### src/rtl/i2c_scl_timer.sv
module i2c_scl_timer #(
  parameter bit EXT_EN      = 1'b1,
  parameter int BASE_W      = 8,
  parameter int EXT_LOW_BIT = 7,
  parameter int EXT_HI_BIT  = 6
) (
  input  logic              clk,
  input  logic              rst_n,
  input  logic              enable,
  input  logic              slow_step,
  input  logic [BASE_W-1:0] low_span,
  input  logic [BASE_W-1:0] high_span,
  input  logic [BASE_W-1:0] span_ext,
  input  logic              scl_in,
  output logic              scl_pull,
  output logic              sample_tick,
  output logic              shift_tick
);
  localparam int CNT_W = BASE_W + 1;

  typedef enum logic [1:0] {PH_OFF, PH_LOW, PH_WAIT, PH_HIGH} phase_t;

  phase_t           phase;
  logic [CNT_W-1:0] cnt;
  logic             pre;
  logic             scl_s;
  logic             low_top, high_top;
  logic [CNT_W-1:0] low_full, high_full, low_eff, high_eff;
  logic             step_end, low_last, high_last;

  generate
    if (EXT_EN) begin : g_ext
      assign low_top  = span_ext[EXT_LOW_BIT];
      assign high_top = span_ext[EXT_HI_BIT];
    end else begin : g_noext
      assign low_top  = 1'b0;
      assign high_top = 1'b0;
    end
  endgenerate

  assign low_full  = {low_top, low_span};
  assign high_full = {high_top, high_span};
  assign low_eff   = (low_full == '0)  ? CNT_W'(1) : low_full;
  assign high_eff  = (high_full == '0) ? CNT_W'(1) : high_full;

  assign step_end  = (pre == slow_step);
  assign low_last  = (phase == PH_LOW)  && step_end && (cnt == low_eff - 1'b1);
  assign high_last = (phase == PH_HIGH) && step_end && (cnt == high_eff - 1'b1);

  assign scl_pull    = (phase == PH_LOW);
  assign shift_tick  = low_last;
  assign sample_tick = (phase == PH_HIGH) && (cnt == '0) && !pre;

  always_ff @(posedge clk or negedge rst_n) begin
    if (!rst_n) scl_s <= 1'b0;
    else        scl_s <= scl_in;
  end

  always_ff @(posedge clk or negedge rst_n) begin
    if (!rst_n) begin
      phase <= PH_OFF;
      cnt   <= '0;
      pre   <= 1'b0;
    end else if (!enable) begin
      phase <= PH_OFF;
      cnt   <= '0;
      pre   <= 1'b0;
    end else begin
      unique case (phase)
        PH_OFF: begin
          phase <= PH_LOW;
          cnt   <= '0;
          pre   <= 1'b0;
        end
        PH_WAIT: begin
          cnt <= '0;
          pre <= 1'b0;
          if (scl_s) phase <= PH_HIGH;
        end
        default: begin
          if (low_last || high_last) begin
            phase <= low_last ? PH_WAIT : PH_LOW;
            cnt   <= '0;
            pre   <= 1'b0;
          end else if (step_end) begin
            pre <= 1'b0;
            cnt <= cnt + 1'b1;
          end else begin
            pre <= pre + 1'b1;
          end
        end
      endcase
    end
  end
endmodule

### config.mk
export PLATFORM = sky130hd
export DESIGN_NAME = i2c_scl_timer
export DESIGN_NICKNAME = d
export VERILOG_FILES = /design/src/rtl/i2c_scl_timer.sv
export SDC_FILE = /design/constraint.sdc
export NUM_CORES = 1
export LEC_CHECK = 0
export BUFFER_PORTS_ARGS = -buffer_cell sky130_fd_sc_hd__buf_2
export CORE_UTILIZATION = 52
export CTS_CLUSTER_DIAMETER = 80
export DETAILED_ROUTE_END_ITERATION = 10
export GPL_TIMING_DRIVEN = 0
export PLACE_DENSITY = 0.91
export REMOVE_ABC_BUFFERS = 1
export SLEW_MARGIN = 25
export SYNTH_ARGS = -nofsm -noshare
export SYNTH_HDL_FRONTEND = slang
export SYNTH_SLANG_ARGS = --single-unit
### constraint.sdc
create_clock -name clk -period 2.5 [get_ports clk]
set_input_delay 0.125 -clock clk [delete_from_list [all_inputs] [get_ports clk]]
set_output_delay 0.125 -clock clk [all_outputs]
set_load 0.01 [all_outputs]
==> flow_summary.yaml <==
final_layout:
  n_fill_cell: 180
  syn2layout_area_growth_pct: 19.70
  layout_common_cells: "25 x buf_2, 18 x xnor2_1, 15 x nor2_1, 13 x dfrtp_1, 11 x xor2_1"
  layout-drive-gt1-share_pct: 26.67
  diodes: 0
  layout_commonest_cell: "buf_2"
  nNetsFinal: 200
route:
  route.vias.total: 1196
  drt_wl_total_microns: 3039
  wl_per_cell_microns: 15.75
  drcViolationCount: 0
  final_antenna_net_count: 0
  drtIter0Drc: 26
  via_per_inst: 6.197
  dr.pass1.iters: 4
clock_network:
  worstSkewPairLatency_ns: 0.27
  post_cts_buffers: 0
  clock_sinks: 13
  tritoncts: "done"
  clk_path_buf_depth: 2
  clk_pin_slew_ns: 0.08
  cts_made_buffers: 3
  root_buffer: "clkbuf_4"
  h-tree-depth: 1
power:
  clkPwrFrac_pct: 26.7
  power_switching_mw: 0.1387
  intPower_mw: 0.3292
  power_density_nw_per_um2: 315.6
  combPwrFrac_pct: 26.3
  swShare_pct: 29.64
  p_leak_nw: 0.5641
  irDropWorstVdd_uv: 340.1
  pwr-share-seq_pct: 47.0
setup_path:
  cp_slowest_cell: "or4_4"
  critPathMaxFanout: 5
  worstSetupPathType: "primary input to register"
  setup.worst_path.start_class: "primary input"
  worst_path_most_repeated_cell: "o2111ai_4"
  r2r_start: "cnt[6]$_DFFE_PN0P_"
  cp_cell_sequence: "buf_2 -> nor4_2 -> a21oi_2 -> ha_2 -> or3b_4 -> or4_4 -> a2111oi_4 -> o2111ai_4 -> o2111ai_4 -> nor2_1"
  path_buf_inv: 1
  crit_family: "simple AND/OR/NAND/NOR gates"
  cp.required_ns: 2.65
  critical_path.max_stage_delay_ns: 0.50
  cp_data_arrival_time_ns: 2.55
  startpoint: "high_span[4]"
  cp-end-kind: "register"
hold_path:
  hold_class: "primary input to register"
  hold_start: "enable"
place:
  dp_hpwl_microns: 2165
  gp_congestion: 0.8974
  numPortBuffers: 25
  pre_cts_ws_ns: -0.3077
synthesis:
  synth_cell_types: 43
  ys_ff_latch: 13
  syn_area_per_cell_sq_um: 8.848
  syn-cell-area_sq_um: 1239
  synth_ff_type: "dfrtp_1"
  synth_edf_count: 0
  ys.warnings.count: 0
  ys_seq_area_share_pct: 26.26
  synthCells: 140
  async_flop_share_pct: 100.0
grt:
  antenna_found_initial: 0
  grt_max_degree: 14
  grt_pass1_wl_microns: 4774
  grt-ovfl-total: 0
  grt_use_total_pct: 24.55
  grt_pass1_vias: 1147
timing:
  holdWs_ns: 0.1625
  hold_viol: 0
  drv_slew: 0
  skew_ns: 0.005619
  setup_viol: 0
  tightest_slew_ns: 0.4714
  fin_crit_ns: 2.399
  period_share_pct: 95.95
  slew_headroom_pct: 67.76
  fmax_ghz: 0.4169
  worst_slack_ns: 0.1012
outcome:
  status: "finished clean"
floorplanning:
  rows: 17
  core-area_sq_um: 2233
  die-width_microns: 50.81
  dieArea_sq_um: 2581
  start_util_pct: 55.46
  pin_count: 32
  dieHeight_microns: 50.81
job:
  maxCapViolCount: 0
[power by group through the flow]
stage	Clock (mW)	Combinational, mW	Sequential, mW
after global routing	0.135	0.135	0.220
after CTS	0.130	0.114	0.219
after detailed placement	0	0.108	0.223
after floorplan	0	0.0622	0.221
final	0.125	0.123	0.220
after global placement	0	0.103	0.223
[kinds of logic after synthesis]
| kind of cell | count (synthesis) | synth area share, % |
|---|---|---|
| adders and majority gates | 5 | 5.051 |
| AOI/OAI and AO/OA | 20 | 13.43 |
| buffers and inverters | 15 | 6.162 |
| xor gates and xnor gates | 29 | 20.50 |
| muxes | 1 | 0.8081 |
| DFF | 13 | 26.26 |
| and+or+nand+nor | 57 | 27.78 |
[repair_timing]
| item | 4_1_cts | 5_1_grt |
|---|---|---|
| pin swaps | 1 | 4 |
| gates cloned | 0 | 1 |
| hold buffers | 2 | 0 |
| resized for setup | 2 | 8 |
| hold endpoints to repair | 14 | 0 |
| setup endpoints to repair | 9 | 11 |
[Yosys cell counts (all sizes together), types with 2 or more instances]
library cell,instances,area share [%]
nand4,4,2.0
a2111oi,2,1.9
inv,8,2.4
o311ai,3,2.1
ha,5,5.1
nor4b,3,2.1
nand2b,4,2.0
o2111ai,2,1.9
nor2,15,4.5
nor4,6,3.0
o21ai,2,0.81
xnor2,18,13
dfrtp,13,26
or4,4,2.7
a21o,2,1.2
nand3,6,2.8
or2,2,1.0
xor2,11,7.8
clkbuf,7,3.7
o31ai,2,1.2
nand2,4,1.2
[final timing paths]
check                                  endpoint  slack, ns  cells after the start
hold reg to reg            phase[0]$_DFFE_PN0P_       0.52                      1
hold / removal             phase[0]$_DFFE_PN0P_       0.16                      2
setup / recovery             cnt[5]$_DFFE_PN0P_       0.10                     10
setup reg to reg           phase[0]$_DFFE_PN0P_       0.20                      6
max in group asynchronous    cnt[5]$_DFFE_PN0P_       2.02                      2
min in group asynchronous         pre$_DFF_PN0_       0.26                      2
[metrics by stage]
stage	TNS, ns	std cells	cell area (sq um)	utilization (%)	total power, mW
5_1_grt	-0.01189	193	1483	66.39	0.4898
3_5_place_dp	-3.082	186	1353	60.56	0.3313
4_1_cts	0	192	1416	63.42	0.4625
3_3_place_gp	-2.148	186	1353	60.56	0.3254
6_report	0	193	1483	66.39	0.4679
2_1_floorplan	0	133	1192	-	0.2836
[layout make-up]
cell class | count | area [sq um] | share of cell area, %
inverter | 8 | 30.03 | 2.025
clock buffer | 4 | 26.28 | 1.772
sequential | 13 | 325.3 | 21.94
multi-input combinational | 113 | 920.9 | 62.11
timing repair buffer | 27 | 145.1 | 9.789
tap | 28 | 35.03 | 2.363
[registers in the layout, indices dropped and copies added, names as in the netlist]
name / count
scl_s: 1
pre: 1
phase: 2
cnt: 9
[layer usage]
layer  wire, microns  vias to the layer above  global-route usage (%)  share of wire, %
li1                -                      565                       -                 -
met1            1300                      579                   28.84                43
met2            1581                       43                   44.67                52
met3              83                        9                  0.9091               2.7
met4              74                        0                   12.96               2.4
met5               0                        -                       0                 0
No activity file was read; power rests on OpenSTA's default activity.
